File: src/rtl/sdvs_pkg.sv
package sdvs_pkg;
    typedef enum logic [1:0] {
        PH_IDLE   = 2'd0,
        PH_LOWCHK = 2'd1,
        PH_SETTLE = 2'd2,
        PH_RESUME = 2'd3
    } phase_e;

    typedef struct packed {
        phase_e phase;
        logic   clk_en;
        logic   sig18;
        logic   pwr;
        logic   done;
        logic   ok;
        logic   retry;
    } seq_t;
endpackage

File: src/rtl/sdvs_sync2.sv
module sdvs_sync2 #(
    parameter int WIDTH = 1
) (
    input  logic             clk_i,
    input  logic             rst_ni,
    input  logic [WIDTH-1:0] d_i,
    output logic [WIDTH-1:0] q_o
);
    for (genvar g = 0; g < WIDTH; g++) begin : g_bit
        logic meta_q, sync_q;
        always_ff @(posedge clk_i or negedge rst_ni) begin
            if (!rst_ni) begin
                meta_q <= 1'b0;
                sync_q <= 1'b0;
            end else begin
                meta_q <= d_i[g];
                sync_q <= meta_q;
            end
        end
        assign q_o[g] = sync_q;
    end
endmodule

File: src/rtl/sdvs_timer.sv
module sdvs_timer #(
    parameter int W = 8
) (
    input  logic         clk_i,
    input  logic         rst_ni,
    input  logic         load_i,
    input  logic [W-1:0] val_i,
    output logic         zero_o
);
    logic [W-1:0] cnt_d, cnt_q;

    always_comb begin
        cnt_d = cnt_q;
        if (load_i)
            cnt_d = val_i;
        else if (cnt_q != '0)
            cnt_d = cnt_q - 1'b1;
    end

    always_ff @(posedge clk_i or negedge rst_ni) begin
        if (!rst_ni) cnt_q <= '0;
        else         cnt_q <= cnt_d;
    end

    assign zero_o = (cnt_q == '0);


    count_step_chk: assert property (@(posedge clk_i) disable iff (!rst_ni)
        (!load_i && cnt_q != '0) |=> (cnt_q == $past(cnt_q) - 1'b1));
endmodule

File: src/rtl/sd_vswitch_seq.sv
module sd_vswitch_seq
    import sdvs_pkg::*;
#(
    parameter int CLK_HZ = 50_000_000
) (
    input  logic       clk_i,
    input  logic       rst_ni,
    input  logic       start_i,
    input  logic [3:0] dat_i,
    input  logic       sig18_rd_i,
    output logic       card_clk_en_o,
    output logic       sig18_en_o,
    output logic       card_pwr_en_o,
    output logic       busy_o,
    output logic       done_o,
    output logic       ok_o,
    output logic       retry_o
);
    localparam int LONG_CYC  = CLK_HZ / 200;
    localparam int SHORT_CYC = CLK_HZ / 1000;
    localparam int TW        = $clog2(LONG_CYC + 1);
    localparam logic [TW-1:0] LONG_M1  = TW'(LONG_CYC - 1);
    localparam logic [TW-1:0] SHORT_M1 = TW'(SHORT_CYC - 1);

    logic [4:0]    sync_in, sync_out;
    logic [3:0]    dat_s;
    logic          rd_s;
    logic          tmr_load, tmr_zero;
    logic [TW-1:0] tmr_val;
    seq_t          st_d, st_q;

    assign sync_in = {sig18_rd_i, dat_i};

    sdvs_sync2 #(.WIDTH(5)) u_sync (
        .clk_i  (clk_i),
        .rst_ni (rst_ni),
        .d_i    (sync_in),
        .q_o    (sync_out)
    );
    assign dat_s = sync_out[3:0];
    assign rd_s  = sync_out[4];

    sdvs_timer #(.W(TW)) u_timer (
        .clk_i  (clk_i),
        .rst_ni (rst_ni),
        .load_i (tmr_load),
        .val_i  (tmr_val),
        .zero_o (tmr_zero)
    );

    always_comb begin
        logic fail;
        fail     = 1'b0;
        st_d       = st_q;
        st_d.done  = 1'b0;
        st_d.ok    = 1'b0;
        st_d.retry = 1'b0;
        tmr_load   = 1'b0;
        tmr_val    = LONG_M1;
        unique case (st_q.phase)
            PH_IDLE: begin
                if (start_i) begin
                    st_d.phase  = PH_LOWCHK;
                    st_d.clk_en = 1'b0;
                    st_d.pwr    = 1'b1;
                end
            end
            PH_LOWCHK: begin
                if (dat_s == 4'b0000) begin
                    st_d.phase = PH_SETTLE;
                    st_d.sig18 = 1'b1;
                    tmr_load   = 1'b1;
                    tmr_val    = LONG_M1;
                end else begin
                    fail = 1'b1;
                end
            end
            PH_SETTLE: begin
                if (tmr_zero) begin
                    if (rd_s) begin
                        st_d.phase  = PH_RESUME;
                        st_d.clk_en = 1'b1;
                        tmr_load    = 1'b1;
                        tmr_val     = SHORT_M1;
                    end else begin
                        fail = 1'b1;
                    end
                end
            end
            PH_RESUME: begin
                if (tmr_zero) begin
                    if (dat_s == 4'b1111) begin
                        st_d.phase = PH_IDLE;
                        st_d.done  = 1'b1;
                        st_d.ok    = 1'b1;
                    end else begin
                        fail = 1'b1;
                    end
                end
            end
            default: st_d.phase = PH_IDLE;
        endcase
        if (fail) begin
            st_d.phase  = PH_IDLE;
            st_d.pwr    = 1'b0;
            st_d.sig18  = 1'b0;
            st_d.clk_en = 1'b0;
            st_d.done   = 1'b1;
            st_d.retry  = 1'b1;
        end
    end

    always_ff @(posedge clk_i or negedge rst_ni) begin
        if (!rst_ni) begin
            st_q <= '{phase: PH_IDLE, clk_en: 1'b1, sig18: 1'b0, pwr: 1'b1,
                      done: 1'b0, ok: 1'b0, retry: 1'b0};
        end else begin
            st_q <= st_d;
        end
    end

    assign card_clk_en_o = st_q.clk_en;
    assign sig18_en_o    = st_q.sig18;
    assign card_pwr_en_o = st_q.pwr;
    assign busy_o        = (st_q.phase != PH_IDLE);
    assign done_o        = st_q.done;
    assign ok_o          = st_q.ok;
    assign retry_o       = st_q.retry;


    done_pulse_chk: assert property (@(posedge clk_i) disable iff (!rst_ni)
        done_o |=> !done_o);


    status_excl_chk: assert property (@(posedge clk_i) disable iff (!rst_ni)
        done_o |-> (ok_o != retry_o));


    retry_unpowered_chk: assert property (@(posedge clk_i) disable iff (!rst_ni)
        retry_o |-> (!card_pwr_en_o && !sig18_en_o && !card_clk_en_o && done_o));


    sig18_gated_chk: assert property (@(posedge clk_i) disable iff (!rst_ni)
        $rose(sig18_en_o) |-> !card_clk_en_o);


    start_gate_chk: assert property (@(posedge clk_i) disable iff (!rst_ni)
        $rose(busy_o) |-> (!card_clk_en_o && card_pwr_en_o));


    resume_sig18_chk: assert property (@(posedge clk_i) disable iff (!rst_ni)
        (busy_o && $rose(card_clk_en_o)) |-> sig18_en_o);


    busy_start_chk: assert property (@(posedge clk_i) disable iff (!rst_ni)
        (busy_o && start_i) |=> (busy_o || done_o));
endmodule

File: config.mk
export PLATFORM = sky130hd
export DESIGN_NAME = sd_vswitch_seq
export DESIGN_NICKNAME = d
export VERILOG_FILES = /design/src/rtl/sdvs_pkg.sv /design/src/rtl/sdvs_sync2.sv /design/src/rtl/sdvs_timer.sv /design/src/rtl/sd_vswitch_seq.sv
export SDC_FILE = /design/constraint.sdc
export NUM_CORES = 1
export LEC_CHECK = 0
export BUFFER_PORTS_ARGS = -buffer_cell sky130_fd_sc_hd__buf_2
export CAP_MARGIN = 20
export CORE_ASPECT_RATIO = 1.2
export CORE_UTILIZATION = 40
export CTS_CLUSTER_DIAMETER = 40
export DETAILED_ROUTE_END_ITERATION = 8
export PLACE_DENSITY_LB_ADDON = 0.2
export SYNTH_ARGS = -nofsm -noshare
export SYNTH_HDL_FRONTEND = slang
export SYNTH_SLANG_ARGS = --single-unit
File: constraint.sdc
create_clock -name clk_i -period 3.6 [get_ports clk_i]
set_clock_uncertainty 0.2 [all_clocks]
set_input_delay 0.9 -clock clk_i [delete_from_list [all_inputs] [get_ports clk_i]]
set_output_delay 0.9 -clock clk_i [all_outputs]
set_load 0.03 [all_outputs]
# --- Yosys cells after proc, flatten, opt, wreduce, memory -nomap -nowiden ---
# Index checks and enable logic that the tools add are counted.
op_classes:
  eq_ne: 10
  muxes: 32
  n_reduce_logical: 15
  n_addsub: 1
op_table:
  columns: ["operator", "count"]
  rows:
  - ["$mux 18", 5]
  - ["$logic_not 18->1", 1]
  - ["$reduce_bool 18->1", 1]
  - ["$sub 18x1->18 const B", 1]
  - ["$ne 3x3->1 const B", 5]
  - ["$mux 1", 13]
  - ["$mux 2", 6]
  - ["$reduce_bool 2->1", 6]
  - ["$mux 3", 3]
  - ["$pmux 2 s4", 1]
  - ["$mux 6", 1]
  - ["$reduce_and 6->1", 1]
  - ["$eq 2x2->1 const B", 2]
  - ["$eq 4x4->1 const B", 1]
  - ["$logic_not 4->1", 1]
  - ["$pmux 1 s2", 2]
  - ["$reduce_and 2->1", 2]
  - ["$reduce_and 4->1", 1]
  - ["$ne 3x2->1 const B", 1]
  - ["$pmux 1 s3", 1]
  - ["$reduce_bool 3->1", 1]
  - ["$eq 2x1->1 const B", 1]
  - ["$logic_not 2->1", 1]
totals:
  output_inout_bits: 7
  input_bits: 8
  reg_bits: 36

# --- Logic depth before layout (Yosys ltp) ---
# Gate-level depths: netlist of run 1.
depth:
  ltp_word: 6
  depth_mapped: 8

# --- Cells and area by module ---
# Synthesis of run 1 repeated with hierarchy kept, for this count alone.
unflattened:
  hier_cells: 208
  area_unflattened_um2: 2033.2
by_module_without_submodules:
  columns: ["module", "area_each_um2", "cells_each", "n_inst"]
  rows:
  - ["sdvs_timer", 1141.1, 127, 1]
  - ["sd_vswitch_seq", 604.3, 66, 1]
  - ["sdvs_sync2", 287.8, 15, 1]

# --- Least setup slack after synthesis of run 1 ---
# Ideal clock, no wire load.
synth_timing:
  path_kind: "reg-to-reg"
  start: "register u_timer.cnt_q[13]"
  end: "register st_q, in the netlist card_clk_en_o"
  slack_ns: 1.232
  stages_incl_launch_ff: 8
  arrival_time_ns: 2.087
  path_buffers: 1
  cell_sequence: "dfrtp_1 or4_4 or3_1 buf_6 o31a_1 o221ai_2 o31ai_1 o21bai_1"
synth_via:
  elab_chain_cells: 5
synth_rtl:
  columns: ["element", "line", "text"]
  rows:
  - ["start: declaration", "sdvs_timer.sv:10", "logic [W-1:0] cnt_d, cnt_q;"]
  - ["start signal: assignment", "sdvs_timer.sv:22", "else cnt_q <= cnt_d;"]
  - ["$logic_not 18->1 (*)", "sdvs_timer.sv:25", "assign zero_o = (cnt_q == '0);"]
  - ["$mux 1, on equally long branches", "sd_vswitch_seq.sv:91, sd_vswitch_seq.sv:79", null]
  - ["$pmux 1 s3", "sd_vswitch_seq.sv:60", "unique case (st_q.phase)"]
  - ["$ne 3x2->1 (no line), or another cell as far along", null, null]
  - ["$reduce_and 4->1 (no line)", null, null]
  - ["end signal: assignment", "sd_vswitch_seq.sv:115", "st_q <= '{phase: PH_IDLE, clk_en: 1'b1, sig18: 1'b0, pwr: 1'b1,"]
  - ["end signal: assignment", "sd_vswitch_seq.sv:118", "st_q <= st_d;"]
  - ["end: declaration", "sd_vswitch_seq.sv:30", "seq_t st_d, st_q;"]
# Every way passes the cells marked *; elsewhere a longest branch is shown, timed or not.
# A chain may end at the register's enable or synchronous reset.

# --- Worst setup path in the final report of run 1 ---
layout_timing:
  start: "register u_timer.cnt_q[13]"
  end: "register u_timer.cnt_q[14]"
layout_via:
  elab_chain_cells: 4
layout_rtl:
  columns: ["element"]
  rows:
  - ["parallel branches: the longest is 4 deep, another holds $sub 18x1->18"]
# Parallel ways; which one is timed is not known. The select of a mux whose other input is x is not followed.

==> metrics.cfg, run 1 <==
[cts]
cts_sinks=36
clock_latency_ns=0.29
root_buffer=clkbuf_8
cts_tree=yes
cts_inserted_buffers=5
cts_resized=0
cts_max_level=2
clkTransAtPathRegs_ns=0.07
cts_max_path_buffers=2
post_cts_buffers=0
holdBufCountCts=0

[synth]
syn_area_sq_um=1750
ys_ff_latch=36
synth.mux.area_fraction_pct=0
synthAdderAreaFrac_pct=5.00
yosysWarnings=0
synth_simple_gate_area_share_pct=21.7
yosysUniqueCellTypes=41
synth_compound_area_share_pct=11.6
synth-edff-count=0
synth_top_family_by_area=simple AND/OR/NAND/NOR gates
syn_avg_cell_area_sq_um=10.6
synth_area_leaders=dfrtp_1 49%, xnor2_1 6.5%, ha_1 5.0%
seq_area_frac_synth_pct=51.6
asyncSetResetFlopFracSynth_pct=100
synth_top_flop_cell=dfrtp_1
yosysTopAreaCell=dfrtp_1
synth.top_cell.area_share_pct=48.6
synth_cells=165
synth_nets=180
synth_xor_area_share_pct=7.51

[worst_setup_path]
worstSetupStartpointType=flop
critPathRequiredTime_ns=3.54
critPathKind=reg -> reg
critPathCapture=u_timer.cnt_q[14]$_DFFE_PN0P_
end_kind=flop
path_cells=or4_4, or3_1, nor2_1, nor3_1, xnor2_1, nand2_1
r2r_setup_slack_ns=0.77
arrival_ns=2.76
critPathMaxFanout=11
crit_start=u_timer.cnt_q[13]$_DFFE_PN0P_
r2r_start=u_timer.cnt_q[13]$_DFFE_PN0P_
crit_path_max_incr_delay_ns=0.71
r2r-end=u_timer.cnt_q[14]$_DFFE_PN0P_
crit_path_top_delay_cell=nor2_1
reg2reg_depth=6

[pwr]
vdd_ir_drop_max_mv=0.430
power_density_nw_per_um2=809
power_w=0.00158
p_leak_nw=0.841

[finish]
final_area_sq_um=1960
num_antenna_cells=0
nets=198
drive_above_1_share_pct=20.1
fin_util_pct=46.3
area_growth_pct=11.9

[global_route]
grt_max_degree=37
grt-ovfl-total=0
grt_use_total_pct=16.4
grt_pass1_wl_um=5780
antenna_found_initial=0
grt_pass1_vias=1319

[place]
dpl.hpwl_um=2450
gp_congestion=0.804
placed_area_sq_um=1870
dpl_worst_slack_ns=0.768
portBuffers=14

[routing]
drtIter0Drc=22
drc=0
num_vias=1236
wirelength_um=3350
vias_per_cell=5.15
postRouteAntennaNets=0
firstDrtPassIters=4
wl_per_cell_um=13.9

[timing]
fin_crit_ns=2.83
slew_headroom_pct=43.2
fmax_ghz=0.354
hold_viol_final=0
finalSetupTns_ns=0
fin_crit_sh_pct=78.5
slew_violations=0
rsz0062_at_grt=no
setup_viol=0
tightest_slew_ns=0.850
finalWorstSetupSlack_ns=0.775

[run_status]
status=completed

[die]
die_area_sq_um=4650
coreArea_sq_um=4230
fp.dieH_um=74.5
num_io_pins=15
initial_core_util_pct=41.4
die_w_um=62.4
rows=26

[flow_run]
max-cap-violations=0

[worst_hold_path]
hold_start=u_sync.g_bit[0].meta_q$_DFF_PN0_
min_path_type=reg -> reg

==> registers in the layout (all words and copies together) (netlist names) <==
register             count
card_clk_en_o            1
card_pwr_en_o            1
done_o                   1
ok_o                     1
retry_o                  1
sig18_en_o               1
st_q                     2
u_sync.g_bit.meta_q      5
u_sync.g_bit.sync_q      5
u_timer.cnt_q           18
==> critical path: cells and delay by family, from the launching register on <==
kind | cells | cell delay (ns)
AND/OR/NAND/NOR | 5 | 1.92
flip-flops | 1 | 0.39
XOR/XNOR | 1 | 0.17
==> layout by cell type (no fill, tap or decap), types with 2 or more instances in the layout <==
cell	n
or3_4	2
dfstp_2	2
nand2_1	9
o21ai_0	5
nand3_1	2
dfrtp_1	34
ha_1	7
inv_1	7
nor2_1	20
clkinv_2	2
and2_1	2
a21oi_1	10
clkbuf_8	5
o21a_1	2
or3_1	4
nor4_1	6
nand2b_1	4
xor2_1	2
nor3_1	7
xnor2_1	13
a21oi_2	2
nand4_1	2
nor3_2	3
buf_2	14
==> routing by layer <==
layer / wire [um] / GRT usage, % / vias to the layer above
met2: 1750 / 30.6 / 20
met3: 76 / 2.91 / 8
met5: 0 / 0 / -
li1: - / - / 607
met1: 1460 / 18.0 / 601
met4: 64 / 8.79 / 0
==> power breakdown <==
| part | internal, W | switching (W) | leakage, nW |
|---|---|---|---|
| registers | 0.000548 | 0.000132 | 0.436 |
| clock network | 0.000135 | 0.000148 | 0.0479 |
| logic | 0.000260 | 0.000361 | 0.357 |
==> Yosys cell counts, types with 2 or more instances <==
cell type	instances
nor4_1	6
o21ai_0	5
xor2_1	2
a21oi_1	10
and2_1	2
a21oi_2	2
dfstp_2	2
o21a_1	2
nand3_1	2
inv_1	7
ha_1	7
or3_1	4
or3_4	2
nand2b_1	4
nand4_1	2
xnor2_1	13
dfrtp_1	34
nand2_1	9
nor3_2	3
nor3_1	7
nor2_1	20
==> through the flow <==
step,cells,hold slack (ns)
finish,240,0.154
global route,240,0.171
CTS,240,0.156
detailed placement,232,0.138
global placement,232,0.136
floorplan,165,0.131
==> how the worst min path moves through the flow <==
stage / to / slack, ns / cells after the start
2_1_floorplan: u_sync.g_bit[0].sync_q$_DFF_PN0_ / 0.13 / 0
3_3_place_gp: u_sync.g_bit[1].sync_q$_DFF_PN0_ / 0.14 / 0
3_5_place_dp: u_sync.g_bit[4].sync_q$_DFF_PN0_ / 0.14 / 0
4_1_cts: u_sync.g_bit[4].sync_q$_DFF_PN0_ / 0.16 / 0
5_1_grt: u_sync.g_bit[0].sync_q$_DFF_PN0_ / 0.17 / 0
6_report: u_sync.g_bit[0].sync_q$_DFF_PN0_ / 0.15 / 0
==> kinds of logic after synthesis <==
family	Yosys count
flops	36
xor+xnor	15
compound gates	29
fa+ha+maj	7
buf+inv	10
simple gates	68
==> cell type report <==
class / instances / area, sq um
Clock buffer: 5 / 68.8
Timing Repair Buffer: 14 / 70.1
Tap cell: 56 / 70.1
Inverter: 7 / 26.3
Sequential cell: 36 / 903
Clock inverter: 3 / 18.8
Multi-Input combinational cell: 119 / 801
Fill cell: 418 / 2270
Note: power is estimated with default switching activity, not from simulation.
==> run 2: changes to the inputs <==
--- a/config.mk
+++ b/config.mk
@@ -5,6 +5,7 @@
 export SDC_FILE = /design/constraint.sdc
 export NUM_CORES = 1
 export LEC_CHECK = 0
+export ABC_AREA = 1
 export BUFFER_PORTS_ARGS = -buffer_cell sky130_fd_sc_hd__buf_2
 export CAP_MARGIN = 20
 export CORE_ASPECT_RATIO = 1.2
==> constraint.sdc (replaced) <==
create_clock -name clk_i -period 2.5 [get_ports clk_i]
set_clock_uncertainty 0.2 [all_clocks]
set_input_delay 0.625 -clock clk_i [delete_from_list [all_inputs] [get_ports clk_i]]
set_output_delay 0.625 -clock clk_i [all_outputs]
set_load 0.03 [all_outputs]
==> run 2 against run 1 <==
  * First-iteration DRC count increased to 3.2 times the previous value
  * Clock power increased by 51%
  * Routed wire length rose by 18%
  * Core utilization increased by 0.35 points
  * Sequential power rose by 39%
  * Flip-flop and latch count stayed put
  * Sequential share of layout area is 4.0 points lower
  * Setup slack worse by 0.50 ns
  * Synthesized cell count is 31% higher
==> metrics.cfg, run 2 <==
[cts]
cts_tree=yes
clkTransAtPathRegs_ns=0.08  ; about the same
cts_sinks=36  ; unchanged
holdBufCountCts=0  ; unchanged
cts_inserted_buffers=5  ; unchanged
clock_latency_ns=0.29  ; about the same
cts_max_path_buffers=2  ; unchanged
root_buffer=clkbuf_8
cts_resized=0  ; unchanged
cts_max_level=2  ; unchanged
post_cts_buffers=0  ; unchanged

[finish]
final_common_cell=dfrtp_1
nets=252  ; +27%
top_register=u_timer.cnt_q
final_cell_mix=34 x dfrtp_1, 33 x inv_1, 32 x nand2_1
reg.largest.list=u_timer.cnt_q (18), u_sync.g_bit.meta_q (5), u_sync.g_bit.sync_q (5)
largest_register_ff_count=18  ; unchanged
fin_util_pct=46.7  ; +0.35 points
num_antenna_cells=0  ; unchanged
final_area_sq_um=2140  ; +9.5%
fill_cells=471  ; +13%
drive_above_1_share_pct=19.7  ; -0.36 points
area_growth_pct=12.3

[pwr]
vdd_ir_drop_max_mv=0.446  ; +3.8%
power_density_nw_per_um2=1160  ; +43%
power_w=0.00248  ; +56%
p_leak_nw=1.07  ; +27%

[routing]
firstDrtPassIters=4  ; unchanged
drtIter0Drc=71  ; +220%
num_vias=1494  ; +21%
vias_per_cell=5.05  ; -2.0%
drc=0  ; unchanged
wirelength_um=3940  ; +18%
wl_per_cell_um=13.3  ; -4.4%
postRouteAntennaNets=0  ; unchanged

[worst_hold_path]
hold_depth=0  ; unchanged
hold_end=u_sync.g_bit[0].sync_q$_DFF_PN0_
hold_start=u_sync.g_bit[0].meta_q$_DFF_PN0_
min_path_type=reg -> reg

[worst_setup_path]
critPathKind=reg -> reg
critPathRequiredTime_ns=2.50  ; -1.04 ns
r2r-end=u_timer.cnt_q[13]$_DFFE_PN0P_
crit_path_max_incr_delay_ns=0.43  ; -0.28 ns
arrival_ns=2.22  ; -0.54 ns
crit_path_frequent_cell=inv_1
end_kind=flop
r2r_start=u_timer.cnt_q[0]$_DFFE_PN0P_
crit_path_top_delay_cell=dfrtp_1
reg2reg_depth=11  ; +5
critPathMaxFanout=10  ; -1
r2r_setup_slack_ns=0.28  ; -0.50 ns
path_cells=inv_1, ha_1, nand4_1, nor2_2, nand3_4, inv_6, nand4_4, nand2_4, inv_4, nand2_1, inv_1
worstSetupStartpointType=flop

[run_status]
status=completed

[synth]
synth_simple_gate_area_share_pct=26.8  ; +5.2 points
synthAdderAreaFrac_pct=4.59  ; -0.41 points
synth.most_common_cell=dfrtp_1
synth_top_flop_cell=dfrtp_1
synth-edff-count=0  ; unchanged
yosysTopAreaCell=dfrtp_1
synth_cells=216  ; +31%
seq_area_frac_synth_pct=47.3  ; -4.3 points
synth_nets=231  ; +28%
syn_area_sq_um=1910  ; +9.0%
synth_compound_area_share_pct=10.6  ; -1.0 points
syn_avg_cell_area_sq_um=8.83  ; -17%
synth.mux.area_fraction_pct=0  ; unchanged
yosys-top-cells-count=34 x dfrtp_1, 33 x inv_1, 32 x nand2_1, 20 x nor2_1, 15 x nand3_1
synth_top_family_by_area=simple AND/OR/NAND/NOR gates
yosysUniqueCellTypes=34  ; -17%
yosysWarnings=0  ; unchanged
synth_area_leaders=dfrtp_1 45%, inv_1 6.5%, nand2_1 6.3%
synth.top_cell.area_share_pct=44.6  ; -4.0 points
ys_ff_latch=36  ; unchanged
asyncSetResetFlopFracSynth_pct=100  ; unchanged
synth_xor_area_share_pct=3.21  ; -4.3 points

[place]
dpl.hpwl_um=2920  ; +19%
portBuffers=14  ; unchanged
placed_area_sq_um=2050  ; +9.6%
gp_congestion=0.834  ; +3.7%

[timing]
slew_headroom_pct=47.4  ; +4.2 points
finalSetupTns_ns=0  ; unchanged
fmax_ghz=0.450  ; +27%
fin_crit_ns=2.22  ; -0.603 ns
tightest_slew_ns=0.789  ; -0.0606 ns
slew_violations=0  ; unchanged
rsz0062_at_grt=no
setup_viol=0  ; unchanged
hold_viol_final=0  ; unchanged
fin_crit_sh_pct=88.9  ; +10 points

[flow_run]
max-cap-violations=0  ; unchanged

[global_route]
grt-ovfl-total=0  ; unchanged
antenna_found_initial=0  ; unchanged
grt_use_total_pct=17.6  ; +1.2 points
grt_pass1_wl_um=6600  ; +14%
grt_max_degree=37  ; unchanged
grt_pass1_vias=1424  ; +8.0%

[die]
rows=27  ; +3.8%
initial_core_util_pct=41.5  ; +0.14 points
fp.dieH_um=77.7  ; +4.3%
num_io_pins=15  ; unchanged
coreArea_sq_um=4590  ; +8.6%
die_area_sq_um=5050  ; +8.7%
die_w_um=65.1  ; +4.3%

==> run 2: cell types whose count changed after synthesis, sizes merged, moves of 13 or more <==
cell / delta
inv: +29
nand2: +27
nand3: +16
xnor2: -13
==> run 2: logic make-up (layout without fill, tap and decap cells) <==
logic type               count (synthesis)  after routing
AO/OA/AOI/OAI                           32             32
buffers and inverters                   36             58
XOR/XNOR                                 7              7
AND/OR/NAND/NOR                         98             98
adder cells (fa/ha/maj)                  7              7
flip-flops                              36             36
==> run 2: per-layer routing <==
| layer | track usage (%) | routed length, um | vias to the layer above |
|---|---|---|---|
| li1 | - | - | 753 |
| met1 | 20.3 | 1680 | 693 |
| met2 | 29.5 | 2000 | 36 |
| met3 | 4.12 | 126 | 12 |
| met4 | 9.78 | 133 | 0 |
| met5 | 0 | 0 | - |
==> run 2: worst max-delay path by stage <==
stage                                  from                             to  slack (ns)  cells after the start
2_1_floorplan  u_timer.cnt_q[0]$_DFFE_PN0P_  u_timer.cnt_q[16]$_DFFE_PN0P_        0.59                      9
3_3_place_gp   u_timer.cnt_q[0]$_DFFE_PN0P_  u_timer.cnt_q[13]$_DFFE_PN0P_        0.31                     11
3_5_place_dp   u_timer.cnt_q[0]$_DFFE_PN0P_  u_timer.cnt_q[13]$_DFFE_PN0P_        0.32                     11
4_1_cts        u_timer.cnt_q[0]$_DFFE_PN0P_  u_timer.cnt_q[13]$_DFFE_PN0P_        0.29                     11
5_1_grt        u_timer.cnt_q[0]$_DFFE_PN0P_  u_timer.cnt_q[16]$_DFFE_PN0P_         0.1                      9
6_report       u_timer.cnt_q[0]$_DFFE_PN0P_  u_timer.cnt_q[13]$_DFFE_PN0P_        0.28                     11
==> run 2: final cells by class <==
| cell class | count | area [sq um] | share of cell area (%) |
|---|---|---|---|
| tap | 58 | 72.6 | 3.39 |
| inverter | 36 | 143 | 6.65 |
| clock buffer | 5 | 68.8 | 3.21 |
| sequential | 36 | 903 | 42.1 |
| timing repair buffer | 14 | 70.1 | 3.27 |
| clock inverter | 3 | 23.8 | 1.11 |
| multi-input combinational | 144 | 862 | 40.2 |
==> run 2: stage by stage <==
step / cells / worst slack, ns / hold slack [ns]
after floorplan: 216 / 0.594 / 0.129
after global placement: 288 / 0.313 / 0.133
after detailed placement: 288 / 0.317 / 0.135
after CTS: 296 / 0.290 / 0.154
after global routing: 296 / 0.0972 / 0.159
final: 296 / 0.278 / 0.151
==> run 2: critical path, delay by kind of cell, from the launching register on <==
| family | cells | cell delay, ns |
|---|---|---|
| adder cells (fa/ha/maj) | 1 | 0.21 |
| buffers and inverters | 4 | 0.46 |
| flip-flops | 1 | 0.43 |
| AND/OR/NAND/NOR | 6 | 0.81 |
==> run 2: power breakdown <==
group | internal [W] | leakage (nW) | total [W] | switching (W)
sequential | 0.000784 | 0.438 | 0.000946 | 0.000162
combinational | 0.000369 | 0.592 | 0.00111 | 0.000736
clock | 0.000197 | 0.0404 | 0.000426 | 0.000229
total | 0.00135 | 1.07 | 0.00248 | 0.00113
==> run 3: changes to the inputs <==
--- a/config.mk
+++ b/config.mk
@@ -7,7 +7,7 @@
 export LEC_CHECK = 0
 export ABC_AREA = 1
 export BUFFER_PORTS_ARGS = -buffer_cell sky130_fd_sc_hd__buf_2
-export CAP_MARGIN = 20
+export CAP_MARGIN = 10
 export CORE_ASPECT_RATIO = 1.2
 export CORE_UTILIZATION = 40
 export CTS_CLUSTER_DIAMETER = 40
==> constraint.sdc (replaced) <==
create_clock -name clk_i -period 1.8 [get_ports clk_i]
set_clock_uncertainty 0.2 [all_clocks]
set_input_delay 0.45 -clock clk_i [delete_from_list [all_inputs] [get_ports clk_i]]
set_output_delay 0.45 -clock clk_i [all_outputs]
set_load 0.03 [all_outputs]
==> run 3 against run 2 <==
  * The flow now finishes with violations (negative setup slack)
  * Sequential power grew 36%
  * Power grew 110%
  * Die area is the same
  * Combinational power grew to 2.6 times the previous value
  * Core utilization grew 18 points
  * Design area grew 40%
  * Worst hold slack lost 0.093 ns
==> metrics.cfg, run 3 (synthesis gave the netlist of run 2 again) <==
[place]
dpl.hpwl_um=3480  ; +19%
gp_congestion=0.879  ; +5.4%
dpl_worst_slack_ns=-0.101  ; -0.418 ns
portBuffers=14  ; unchanged
placed_area_sq_um=2400  ; +17%

[global_route]
grt_pass1_vias=1690  ; +19%
grt_max_degree=20  ; -46%
grt_pass1_wl_um=7880  ; +19%
antenna_found_initial=0  ; unchanged
grt-ovfl-total=0  ; unchanged
grt_use_total_pct=21.1  ; +3.5 points

[die]
coreArea_sq_um=4590  ; unchanged
rows=27  ; unchanged
die_w_um=65.1  ; unchanged
initial_core_util_pct=41.5  ; unchanged
die_area_sq_um=5050  ; unchanged
num_io_pins=15  ; unchanged
fp.dieH_um=77.7  ; unchanged

[routing]
wl_met2_um=2770  ; +38%
vias_per_cell=4.95  ; -1.9%
num_vias=1762  ; +18%
met1Wirelength_um=2040  ; +21%
wl_per_cell_um=14.3  ; +7.0%
postRouteAntennaNets=0  ; unchanged
wirelength_um=5070  ; +29%
top_layer=met4
drc=0  ; unchanged
wl_met3_um=136  ; +7.9%
drtIter0Drc=57  ; -20%
firstDrtPassIters=4  ; unchanged

[worst_setup_path]
arrival_ns=1.96  ; -0.26 ns
critPathRequiredTime_ns=1.84  ; -0.66 ns
path_cells=inv_2, buf_6, nand4_1, nor3_4, nand3_4, nor2_4, xor2_2, nand2_2, inv_1
cp_top_family=simple AND/OR/NAND/NOR gates
r2r_start=u_timer.cnt_q[5]$_DFFE_PN0P_
critPathMaxFanout=4  ; -6
critPathKind=reg -> reg
end_kind=flop
crit_path_max_incr_delay_ns=0.40  ; -0.03 ns
crit_start=u_timer.cnt_q[5]$_DFFE_PN0P_
crit_path_top_delay_cell=dfrtp_1
cp_num_buf_inv=3  ; -1
worstSetupStartpointType=flop

[finish]
final_area_sq_um=2990  ; +40%
top_register=u_timer.cnt_q
num_antenna_cells=0  ; unchanged
reg.largest.list=u_timer.cnt_q (18), u_sync.g_bit.meta_q (5), u_sync.g_bit.sync_q (5)
drive_above_1_share_pct=51.7  ; +32 points
nets=312  ; +24%
final_common_cell=buf_4
area_growth_pct=56.8
largest_register_ff_count=18  ; unchanged
final_cell_mix=46 x buf_4, 34 x dfrtp_1, 22 x inv_1, 22 x nand2_1, 18 x nor2_1

[flow_run]
max-cap-violations=0  ; unchanged

[timing]
fmax_ghz=0.521  ; +16%
setup_viol=23  ; +23
rsz0062_at_grt=yes
finalSetupTns_ns=-0.829  ; -0.829 ns
whs_ns=0.0584  ; -0.0927 ns
slew_violations=0  ; unchanged
tightest_slew_ns=0.453  ; -0.336 ns
fin_crit_sh_pct=107  ; +18 points
slew_headroom_pct=69.8  ; +22 points
finalWorstSetupSlack_ns=-0.119  ; -0.397 ns
fin_crit_ns=1.92  ; -0.303 ns
hold_viol_final=0  ; unchanged

[pwr]
p_leak_nw=1.46  ; +36%
power_w=0.00515  ; +110%
power_density_nw_per_um2=1720  ; +49%
vdd_ir_drop_max_mv=1.01  ; +130%

[cts]
cts_tree=yes
clkTransAtPathRegs_ns=0.08  ; about the same
cts_inserted_buffers=5  ; unchanged
clock_latency_ns=0.30  ; about the same
cts_max_level=2  ; unchanged
cts_sinks=36  ; unchanged
cts_max_path_buffers=2  ; unchanged
root_buffer=clkbuf_8

[run_status]
violations=negative setup slack
status=complete, but fails checks

[worst_hold_path]
min_path_type=in -> reg
hold_start=dat_i[3]

==> run 3: changes by cell type in the layout (fill, tap and decap cells not counted), sizes merged <==
cell,delta
bufinv,+3
inv,-1
dlygate4sd3,+1
buf,+59
clkinvlp,-2
==> run 3: layer usage <==
layer	vias to the layer above	GRT usage (%)
li1	880	-
met1	837	24.7
met2	33	35.9
met3	12	4.71
met4	0	9.78
met5	-	0
==> run 3: layout make-up <==
| type | instances | area [sq um] |
|---|---|---|
| Clock buffer | 5 | 68.8 |
| Clock inverter | 3 | 90.1 |
| Fill cell | 384 | 1600 |
| Inverter | 36 | 158 |
| Multi-Input combinational cell | 144 | 1110 |
| Sequential cell | 36 | 903 |
| Tap cell | 58 | 72.6 |
| Timing Repair Buffer | 74 | 587 |
==> run 3: worst register-to-register path: stages (launching register included) <==
cell and delay (ns):
dfrtp_1 0.40, inv_2 0.09, buf_6 0.10, nand4_1 0.17
nor3_4 0.30, nand3_4 0.13, nor2_4 0.19, xor2_2 0.17
nand2_2 0.05, inv_1 0.04
==> run 3: final timing paths <==
kind	to	slack [ns]	depth (start not counted)
max in group asynchronous	card_pwr_en_o$_DFFE_PN1P_	0.44	3
min in group asynchronous	u_timer.cnt_q[4]$_DFFE_PN0P_	0.42	2
hold reg to reg	u_sync.g_bit[4].sync_q$_DFF_PN0_	0.15	0
setup reg to reg	u_timer.cnt_q[13]$_DFFE_PN0P_	-0.12	9
hold / removal	u_sync.g_bit[3].meta_q$_DFF_PN0_	0.06	1
setup / recovery	u_timer.cnt_q[13]$_DFFE_PN0P_	-0.12	9
==> run 3: what timing repair did <==
action	in CTS	in global routing
resized for setup	25	53
pin swaps	15	23
endpoints found under the hold margin	16	0
hold buffers	1	0
setup buffers	9	13
endpoints found under the setup margin	21	26
==> run 3: per-stage QoR <==
| step | instances | utilization [%] |
|---|---|---|
| 2_1_floorplan | 216 | - |
| 4_1_cts | 346 | 59.0 |
| 3_5_place_dp | 328 | 52.3 |
| 5_1_grt | 356 | 65.1 |
| 6_report | 356 | 65.1 |
| 3_3_place_gp | 328 | 52.3 |
==> run 3: power breakdown <==
group,switching (W),total [W],internal [W],leakage [nW]
registers,0.000195,0.00129,0.00109,0.438
logic,0.00157,0.00286,0.00129,0.942
clock network,0.000315,0.00101,0.000693,0.0784
total,0.00208,0.00515,0.00307,1.46
